## src/rtl/gx_pkg.sv

```systemverilog
package gx_pkg;
  localparam int IDX_W = 4;

  typedef enum logic [IDX_W-1:0] {
    IDX_DIR  = 4'd0,
    IDX_POL  = 4'd1,
    IDX_IEN  = 4'd2,
    IDX_CMPV = 4'd3,
    IDX_MODE = 4'd4,
    IDX_CFG  = 4'd5,
    IDX_PULL = 4'd6,
    IDX_FLAG = 4'd7,
    IDX_CAP  = 4'd8,
    IDX_PORT = 4'd9,
    IDX_LAT  = 4'd10
  } reg_idx_t;

  localparam int CFG_MIRROR = 6;
  localparam int CFG_SEQOFF = 5;
  localparam int CFG_HWADR  = 3;
  localparam int CFG_ODR    = 2;
  localparam int CFG_HIPOL  = 1;
  localparam int CFG_CLRCAP = 0;
  localparam logic [7:0] CFG_MASK = (8'd1 << CFG_MIRROR) | (8'd1 << CFG_SEQOFF) |
                                    (8'd1 << CFG_HWADR)  | (8'd1 << CFG_ODR) |
                                    (8'd1 << CFG_HIPOL)  | (8'd1 << CFG_CLRCAP);
endpackage

```

## src/rtl/gx_bank.sv

```systemverilog
module gx_bank
  import gx_pkg::*;
#(
  parameter int W = 8
) (
  input  logic             clk,
  input  logic             rst_n,
  input  logic             wr_en,
  input  logic             rd_en,
  input  logic [IDX_W-1:0] idx,
  input  logic [W-1:0]     wdata,
  input  logic [W-1:0]     pin_i,
  input  logic             clr_on_cap,
  output logic [W-1:0]     rdata,
  output logic [W-1:0]     dir_o,
  output logic [W-1:0]     lat_o,
  output logic [W-1:0]     pu_o,
  output logic             irq_o
);
  logic [W-1:0] dir_q, pol_q, ien_q, cmp_q, mode_q, pull_q, flag_q, cap_q, lat_q;
  logic [W-1:0] s1_q, s2_q, prev_q;
  logic [W-1:0] lvl, port_v, hit, first;
  logic         clr_hit;

  assign lvl    = s2_q ^ pol_q;
  assign port_v = (dir_q & lvl) | (~dir_q & lat_q);
  assign hit    = ien_q & dir_q & ((mode_q & (lvl ^ cmp_q)) | (~mode_q & (lvl ^ prev_q)));
  assign first  = hit & (~hit + W'(1));
  assign clr_hit = rd_en && (clr_on_cap ? (idx == IDX_CAP) : (idx == IDX_PORT));

  always_ff @(posedge clk or negedge rst_n) begin
    if (!rst_n) begin
      dir_q  <= '1;
      pol_q  <= '0;
      ien_q  <= '0;
      cmp_q  <= '0;
      mode_q <= '0;
      pull_q <= '0;
      flag_q <= '0;
      cap_q  <= '0;
      lat_q  <= '0;
      s1_q   <= '0;
      s2_q   <= '0;
      prev_q <= '0;
    end else begin
      s1_q   <= pin_i;
      s2_q   <= s1_q;
      prev_q <= lvl;
      if (clr_hit) begin
        flag_q <= '0;
      end else if (flag_q == '0 && hit != '0) begin
        flag_q <= first;
        cap_q  <= port_v;
      end
      if (wr_en) begin
        case (idx)
          IDX_DIR:  dir_q  <= wdata;
          IDX_POL:  pol_q  <= wdata;
          IDX_IEN:  ien_q  <= wdata;
          IDX_CMPV: cmp_q  <= wdata;
          IDX_MODE: mode_q <= wdata;
          IDX_PULL: pull_q <= wdata;
          IDX_LAT:  lat_q  <= wdata;
          default:  ;
        endcase
      end
    end
  end

  always_comb begin
    case (idx)
      IDX_DIR:  rdata = dir_q;
      IDX_POL:  rdata = pol_q;
      IDX_IEN:  rdata = ien_q;
      IDX_CMPV: rdata = cmp_q;
      IDX_MODE: rdata = mode_q;
      IDX_PULL: rdata = pull_q;
      IDX_FLAG: rdata = flag_q;
      IDX_CAP:  rdata = cap_q;
      IDX_PORT: rdata = port_v;
      IDX_LAT:  rdata = lat_q;
      default:  rdata = '0;
    endcase
  end

  assign dir_o = dir_q;
  assign lat_o = lat_q;
  assign pu_o  = pull_q;
  assign irq_o = |flag_q;

  assert_flag_onehot_R7: assert property (@(posedge clk) disable iff (!rst_n)
    $onehot0(flag_q));

  assert_flag_enabled_R5: assert property (@(posedge clk) disable iff (!rst_n)
    (flag_q == '0) |=> (flag_q == '0) || ((flag_q & $past(ien_q & dir_q)) != '0));

  assert_cap_frozen_R8: assert property (@(posedge clk) disable iff (!rst_n)
    (flag_q != '0 && !clr_hit) |=> $stable(cap_q));

  assert_clear_read_R9: assert property (@(posedge clk) disable iff (!rst_n)
    clr_hit |=> (flag_q == '0));
endmodule

```

## src/rtl/gx_intout.sv

```systemverilog
module gx_intout (
  input  logic act,
  input  logic hi_pol,
  input  logic odr,
  output logic lvl_o,
  output logic oe_n_o
);
  always_comb begin
    if (odr) begin
      lvl_o  = 1'b0;
      oe_n_o = ~act;
    end else begin
      lvl_o  = hi_pol ? act : ~act;
      oe_n_o = 1'b0;
    end
  end
endmodule

```

## src/rtl/gx_core.sv

```systemverilog
module gx_core
  import gx_pkg::*;
#(
  parameter int BANK_W = 8
) (
  input  logic                clk,
  input  logic                rst_n,
  input  logic [IDX_W:0]      bus_addr,
  input  logic [BANK_W-1:0]   bus_wdata,
  input  logic                bus_wr,
  input  logic                bus_rd,
  output logic [BANK_W-1:0]   bus_rdata,
  input  logic [2*BANK_W-1:0] gpio_i,
  output logic [2*BANK_W-1:0] gpio_o,
  output logic [2*BANK_W-1:0] gpio_oe_n,
  output logic [2*BANK_W-1:0] gpio_pu,
  output logic                int_a_o,
  output logic                int_a_oe_n,
  output logic                int_b_o,
  output logic                int_b_oe_n
);
  localparam int NBANK = 2;

  logic [IDX_W-1:0]              idx;
  logic                          bsel;
  logic [BANK_W-1:0]             cfg_q, rdata_q, rd_mux;
  logic [NBANK-1:0][BANK_W-1:0]  b_rd, b_dir, b_lat, b_pu;
  logic [NBANK-1:0]              b_irq, act, i_lvl, i_oen;

  assign idx  = bus_addr[IDX_W:1];
  assign bsel = bus_addr[0];

  for (genvar b = 0; b < NBANK; b++) begin : g_bank
    gx_bank #(.W(BANK_W)) u_bank (
      .clk       (clk),
      .rst_n     (rst_n),
      .wr_en     (bus_wr && (bsel == b[0])),
      .rd_en     (bus_rd && (bsel == b[0])),
      .idx       (idx),
      .wdata     (bus_wdata),
      .pin_i     (gpio_i[b*BANK_W +: BANK_W]),
      .clr_on_cap(cfg_q[CFG_CLRCAP]),
      .rdata     (b_rd[b]),
      .dir_o     (b_dir[b]),
      .lat_o     (b_lat[b]),
      .pu_o      (b_pu[b]),
      .irq_o     (b_irq[b])
    );
  end

  for (genvar k = 0; k < NBANK; k++) begin : g_int
    assign act[k] = cfg_q[CFG_MIRROR] ? (|b_irq) : b_irq[k];
    gx_intout u_out (
      .act   (act[k]),
      .hi_pol(cfg_q[CFG_HIPOL]),
      .odr   (cfg_q[CFG_ODR]),
      .lvl_o (i_lvl[k]),
      .oe_n_o(i_oen[k])
    );
  end

  assign rd_mux = (idx == IDX_CFG) ? cfg_q : b_rd[bsel];

  always_ff @(posedge clk or negedge rst_n) begin
    if (!rst_n) begin
      cfg_q   <= '0;
      rdata_q <= '0;
    end else begin
      if (bus_wr && idx == IDX_CFG) cfg_q <= bus_wdata & BANK_W'(CFG_MASK);
      if (bus_rd) rdata_q <= rd_mux;
    end
  end

  assign bus_rdata  = rdata_q;
  assign gpio_o     = b_lat;
  assign gpio_oe_n  = b_dir;
  assign gpio_pu    = b_pu;
  assign int_a_o    = i_lvl[0];
  assign int_a_oe_n = i_oen[0];
  assign int_b_o    = i_lvl[1];
  assign int_b_oe_n = i_oen[1];

  assert_mirror_agree_R11: assert property (@(posedge clk) disable iff (!rst_n)
    (cfg_q[CFG_MIRROR] && !cfg_q[CFG_ODR]) |-> (int_a_o == int_b_o));

  assert_cfg_read_latency_R2: assert property (@(posedge clk) disable iff (!rst_n)
    (bus_rd && idx == IDX_CFG) |=> (bus_rdata == $past(cfg_q)));
endmodule

```

## config.mk

```make
export PLATFORM = sky130hd
export DESIGN_NAME = gx_core
export DESIGN_NICKNAME = d
export VERILOG_FILES = /design/src/rtl/gx_pkg.sv /design/src/rtl/gx_bank.sv /design/src/rtl/gx_intout.sv /design/src/rtl/gx_core.sv
export SDC_FILE = /design/constraint.sdc
export NUM_CORES = 1
export LEC_CHECK = 0
export BUFFER_PORTS_ARGS = -buffer_cell sky130_fd_sc_hd__buf_4
export CAP_MARGIN = 25
export CELL_PAD_IN_SITES_DETAIL_PLACEMENT = 0
export CELL_PAD_IN_SITES_GLOBAL_PLACEMENT = 1
export CORE_ASPECT_RATIO = 0.9
export CORE_MARGIN = 2
export CORE_UTILIZATION = 49
export DETAILED_ROUTE_END_ITERATION = 7
export GPL_TIMING_DRIVEN = 0
export PLACE_DENSITY = 0.84
export SLEW_MARGIN = 20
export SYNTH_ARGS = -nofsm -noshare
export SYNTH_HDL_FRONTEND = slang
export SYNTH_SLANG_ARGS = --single-unit
```

## constraint.sdc

```tcl
create_clock -name clk -period 2.14 [get_ports clk]
set_input_delay 0.107 -clock clk [delete_from_list [all_inputs] [get_ports clk]]
set_output_delay 0.107 -clock clk [all_outputs]
set_load 0.02 [all_outputs]
```

# [After elaboration in Yosys (flattened, before gate mapping)]
# Cells that the tools add are included.
[totals] ff_bits=206 word_cells=127
[op_classes] n_addsub=2 order_cmp=1 n_eq_ne=10 mux=18 bitwise_logic=35 reduce_logical=35
[op_table] cell="8-bit one-hot mux with 10 select lines" n=2
[op_table] cell="8-bit AND" n=14
[op_table] cell="8-bit 2-to-1 mux" n=7
[op_table] cell="8-bit NOT" n=6
[op_table] cell="8-bit bitwise XOR" n=6
[op_table] cell="8-bit OR" n=4
[op_table] cell="2-bit AND reduction" n=16
[op_table] cell="8-bit by 1-bit adder with 8-bit output, second input constant" n=2
[op_table] cell="4-bit by 3-bit == test with 1-bit output, second input constant" n=4
[op_table] cell="8-bit logical NOT" n=2
[op_table] cell="8-bit nonzero test" n=2
[op_table] cell="16-bit OR reduction" n=1
[op_table] cell="8-bit OR reduction" n=2
[op_table] cell="4-bit == test, second input constant" n=3
[op_table] cell="1-bit logical AND" n=9
[op_table] cell="1-bit 2-to-1 mux" n=9
[op_table] cell="4-bit by 2-bit == test with 1-bit output, second input constant" n=2
[op_table] cell="1-bit NOT" n=5
[op_table] cell="4-bit by 1-bit == test with 1-bit output, second input constant" n=1
[op_table] cell="4-bit logical NOT" n=1
[op_table] cell="2-bit nonzero test" n=2
[op_table] cell="1-bit by 2-bit less-than comparator with 1-bit output, second input constant" n=1

# [Logic depth before layout (Yosys ltp)]
[logic_depth] word_depth=10 mapped_depth=9 mapped_depth_nobuf=6

# [Cells and area by module]
# Synthesis repeated with hierarchy kept, for this count alone.
[unflattened] cells_unflattened=785 hier_area_um2=9751.9
[by_module_without_submodules] module="gx_bank" instances=2 cells_per_inst=362 area_each_um2=4468.0 seq_area_each_um2=2412.3
[by_module_without_submodules] module="gx_core" instances=1 cells_per_inst=55 area_each_um2=773.2 seq_area_each_um2=350.3
[by_module_without_submodules] module="gx_intout" instances=2 cells_per_inst=3 area_each_um2=21.3 seq_area_each_um2=0.0

# [Worst setup path before layout]
# No wires, ideal clock.
[synth_timing] kind="register to register" from="register g_bank[0].u_bank.s2_q[0]" to="register g_bank[0].u_bank.cap_q[0]" setup_time_ps=125 t_arrival_ps=1853 required_ps=2015 path_slack_ps=162 stages_incl_launch_ff=7 path_buffers=0 path_cell_list="dfrtp_1 > xor2_2 > xnor2_1 > and2_1 > nor3_2 > a311oi_4 > mux2_2"
[synth_via] elab_chain_len=8
[synth_lines] element="start, declared" line="gx_bank.sv:21" text="logic [W-1:0] s1_q, s2_q, prev_q;"
[synth_lines] element="start signal, assigned" line="gx_bank.sv:47" text="s2_q <= s1_q;"
[synth_lines] element="8-bit bitwise XOR *" line="gx_bank.sv:25" text="assign lvl = s2_q ^ pol_q;"
[synth_lines] element="net g_bank[0].u_bank.lvl[0]" line="gx_bank.sv:22" text="logic [W-1:0] lvl, port_v, hit, first;"
[synth_lines] element="8-bit bitwise XOR" line="gx_bank.sv:27" text="assign hit = ien_q & dir_q & ((mode_q & (lvl ^ cmp_q)) | (~mode_q & (lvl ^ prev_q)));"
[synth_lines] element="8-bit AND" line="gx_bank.sv:27"
[synth_lines] element="8-bit OR" line="gx_bank.sv:27"
[synth_lines] element="8-bit AND" line="gx_bank.sv:27"
[synth_lines] element="8-bit nonzero test" line="gx_bank.sv:51" text="end else if (flag_q == '0 && hit != '0) begin"
[synth_lines] element="1-bit logical AND" line="gx_bank.sv:51"
[synth_lines] element="2-bit AND reduction (no source line)"
[synth_lines] element="end signal, assigned" line="gx_bank.sv:53" text="cap_q <= port_v;"
[synth_lines] element="end, declared" line="gx_bank.sv:20" text="logic [W-1:0] dir_q, pol_q, ien_q, cmp_q, mode_q, pull_q, flag_q, cap_q, lat_q;"
# Mark *: on every way through the listed nets, which the timed path passes. The rest lies on a longest branch.
# A chain may end at the register's enable or synchronous reset.

# [Worst setup path in the final report]
[layout_timing] from="register g_bank[1].u_bank.pol_q[1]" to="register g_bank[1].u_bank.cap_q[6]"
[layout_via] elab_chain_len=8
[layout_lines] element="start, declared" line="gx_bank.sv:20"
[layout_lines] element="start signal, assigned" line="gx_bank.sv:58" text="IDX_POL: pol_q <= wdata;"
[layout_lines] element="8-bit bitwise XOR *" line="gx_bank.sv:25"
[layout_lines] element="net g_bank[1].u_bank.lvl[1]" line="gx_bank.sv:22"
[layout_lines] element="8-bit bitwise XOR" line="gx_bank.sv:27"
[layout_lines] element="8-bit AND" line="gx_bank.sv:27"
[layout_lines] element="8-bit OR *" line="gx_bank.sv:27"
[layout_lines] element="8-bit AND *" line="gx_bank.sv:27"
[layout_lines] element="8-bit nonzero test *" line="gx_bank.sv:51"
[layout_lines] element="1-bit logical AND *" line="gx_bank.sv:51"
[layout_lines] element="2-bit AND reduction (no source line) *"
[layout_lines] element="end signal, assigned" line="gx_bank.sv:53"
[layout_lines] element="end, declared" line="gx_bank.sv:20"
# Marks and branches as above.

==> out/metrics.cfg <==
[synthesis]
synth-xor-area-share_pct = 3.643
async_reset_ff_share_pct = 100.0
synth_enable_flop_cells = 0
syn_area_per_cell_um2 = 12.54
synthMuxAreaShare_pct = 21.68
ys_ff_latch = 206
syn_inst = 786
syn_nets = 819
synth_cell_types = 69
yosys_most_used_dff = dfrtp_1
yosys_warnings = 0
synth_area_mm2 = 0.009858
synth_fa_ha_area_share_pct = 0
synth_compound_area_share_pct = 9.506
ys_seq_area_share_pct = 52.49
synth_top_family_by_area = multiplexers
yosys.area_share.simple_pct = 9.697

[die]
core_area_mm2 = 0.01986
initial_core_util_pct = 49.63
dieArea_mm2 = 0.02127
die_w_um = 153.5
io-pin-count = 93
die_y_um = 138.6
num_rows = 49

[critical_path]
cp_max_fo = 8
cp.required_ps = 2530
path_cells = xor2_2, xnor2_1, and3_4, nor4_4, a311o_1, buf_6, mux2_4
arrival_ps = 2500
critPathSlowestCell = dfrtp_2
end_kind = flip-flop
critical-path-top-delay-family = simple AND/OR/NAND/NOR gates
crit_path_start_kind = flip-flop
crit_buf_inv = 1
worstSetupPathType = flip-flop to flip-flop
critPathMaxStageDelay_ps = 430

[routing]
num_vias = 7414
wl_met2_um = 12950
wl_met1_um = 12710
drt-total-wl_um = 29790
highest_layer = met4
first_pass_iters = 5
routedWlPerCell_um = 24.50
detail-route-antenna-nets = 0
vias_per_cell = 6.097
route.detailed.drc = 0
wl_met3_um = 3149
drt_iter0_markers = 821

[cts]
cts_sinks = 206
root_buffer = clkbuf_16
clockBufferDepth = 3
clock_latency_ps = 510
cts_inserted_buffers = 22
path_clk_slew_ps = 60
htreeDepth = 1
cts_tree = yes

[timing]
relSlewSlack_pct = 40.27
finClkSkew_ps = 10.24
worstMarginPinSlew_ps = 891.3
period_minus_slack_ps = 2107
rsz0062_at_grt = true
post-route-period-util_pct = 98.47
fmax_ghz = 0.4746
finalMaxSlewViolations = 0
hold_viol = 0
setup_viol = 0

[global_route]
grt_pass1_wl_um = 45110
grt_overflow = 0
grt_pass1_vias = 7262
grt_max_degree = 81
antenna_found_initial = 2
grtUsageTotal_pct = 27.80

[pwr]
pwr_density_cell_mw_per_mm2 = 968.4
clockPowerShare_pct = 32.5
total_power_mw = 11.87
internal-power_mw = 8.303
p_switching_mw = 3.568
p_leak_nw = 5.449
peakVddDrop_uv = 498.8
sw_frac_of_total_pct = 30.06
combPwrFrac_pct = 22.6
seq_power_share_pct = 44.9

[placement]
placed_area_mm2 = 0.01091
gp_congestion = 0.9605
hpwl_um = 20590
port_buffers = 88

[finish]
drive_above_1_share_pct = 39.52
finalNetCount = 976
design_area_mm2 = 0.01226
mostFrequentLayoutCell = dfrtp_1
layout_common_cells = 185 x dfrtp_1, 136 x mux2_2, 106 x buf_4, 44 x mux2i_1, 38 x nor2_1
area_growth_pct = 24.34

[run_status]
status = completed

[flow_run]
cap_violations = 0

[hold_path]
worstHoldPathType = input pin to asynchronous set/reset pin

[power by group through the flow]
stage | registers (mW) | clock network, mW | logic [mW]
after floorplan | 5.33 | 0 | 1.42
after global placement | 5.31 | 0 | 2.40
after detailed placement | 5.33 | 0 | 2.46
after CTS | 5.28 | 3.92 | 2.54
after global routing | 5.41 | 4.09 | 2.87
final | 5.33 | 3.86 | 2.68
[synth_stat cells, types with 8 or more instances]
cell type / instances / area (µm²)
xnor2_1: 18 / 157.7
xor2_1: 10 / 87.58
dfrtp_1: 190 / 4755
inv_1: 15 / 56.30
and2_1: 10 / 62.56
o21ai_0: 9 / 45.04
a32oi_1: 8 / 70.07
dfstp_2: 16 / 420.4
a31oi_1: 12 / 75.07
a22oi_1: 17 / 127.6
nand2_1: 30 / 112.6
buf_2: 19 / 95.09
clkbuf_1: 23 / 86.33
nor3_1: 11 / 55.05
mux2i_1: 47 / 470.5
and3_1: 15 / 93.84
nor2b_1: 15 / 93.84
a21oi_1: 20 / 100.1
mux2_2: 136 / 1531
nor2_1: 38 / 142.6
[path summary, 6_finish.rpt]
| kind | start | slack (ps) | end | cells after the start |
|---|---|---|---|---|
| setup / recovery | g_bank[1].u_bank.pol_q[1] | 30 | g_bank[1].u_bank.cap_q[6] | 7 |
| hold reg to reg | g_bank[1].u_bank.s1_q[5] | 350 | g_bank[1].u_bank.s2_q[5] | 0 |
| max in group asynchronous | rst_n | 1230 | g_bank[1].u_bank.dir_o[4] | 3 |
| setup reg to reg | g_bank[1].u_bank.pol_q[1] | 30 | g_bank[1].u_bank.cap_q[6] | 7 |
| min in group clk | gpio_i[5] | 250 | g_bank[0].u_bank.s1_q[5] | 2 |
| hold / removal | rst_n | 120 | g_bank[0].u_bank.s1_q[1] | 2 |
[per-stage QoR]
stage / setup TNS [ps] / setup slack [ps] / cells / hold WS (ps) / util (%)
after floorplan: 0 / 162.5 / 786 / -188.6 / -
after global placement: -113390 / -511.8 / 1129 / 215.9 / 54.56
after detailed placement: -19110 / -437.5 / 1132 / 64.07 / 54.93
after CTS: 0 / 3.983 / 1203 / 133.7 / 60.33
after global routing: -142.2 / -23.52 / 1214 / 176.2 / 61.68
final: 0 / 32.77 / 1216 / 121.3 / 61.71
[final cells by class]
type / instances / area [µm²]
antenna: 2 / 5.005
buffer: 49 / 237.7
clock buffer: 36 / 694.4
clock inverter: 4 / 45.04
fill: 1601 / 7606
inverter: 15 / 56.30
multi-input combinational: 516 / 4592
sequential: 206 / 5181
tap: 255 / 319.1
timing repair buffer: 133 / 1127
[layer usage]
layer  track usage (%)  vias up
li1                  -     3205
met1             40.97     3699
met2             40.82      420
met3             6.406       90
met4             9.319        0
met5                 0        -
[sequential cells by signal (all words and copies together), names as in the netlist]
signal	cells
g_bank.u_bank.flag_q	16
bus_rdata	8
g_bank.u_bank.mode_q	16
g_bank.u_bank.pu_o	16
g_bank.u_bank.cmp_q	16
g_bank.u_bank.ien_q	16
g_bank.u_bank.prev_q	16
g_bank.u_bank.cap_q	16
g_bank.u_bank.dir_o	16
cfg_q	6
g_bank.u_bank.s2_q	16
g_bank.u_bank.pol_q	16
g_bank.u_bank.lat_o	16
g_bank.u_bank.s1_q	16
[what timing repair did]
item | in CTS | in global routing
gates resized for setup | 6 | 34
endpoints found under the hold margin | 194 | 0
pin swaps | 5 | 16
hold buffers | 26 | 0
setup buffers | 5 | 11
setup endpoints to repair | 21 | 29
[cells by family after synthesis]
kind of cell | after synthesis
buf+inv | 64
compound gates | 125
flops | 206
simple gates | 165
xor+xnor | 35
mux | 191
(Power assumes the default switching activity.)
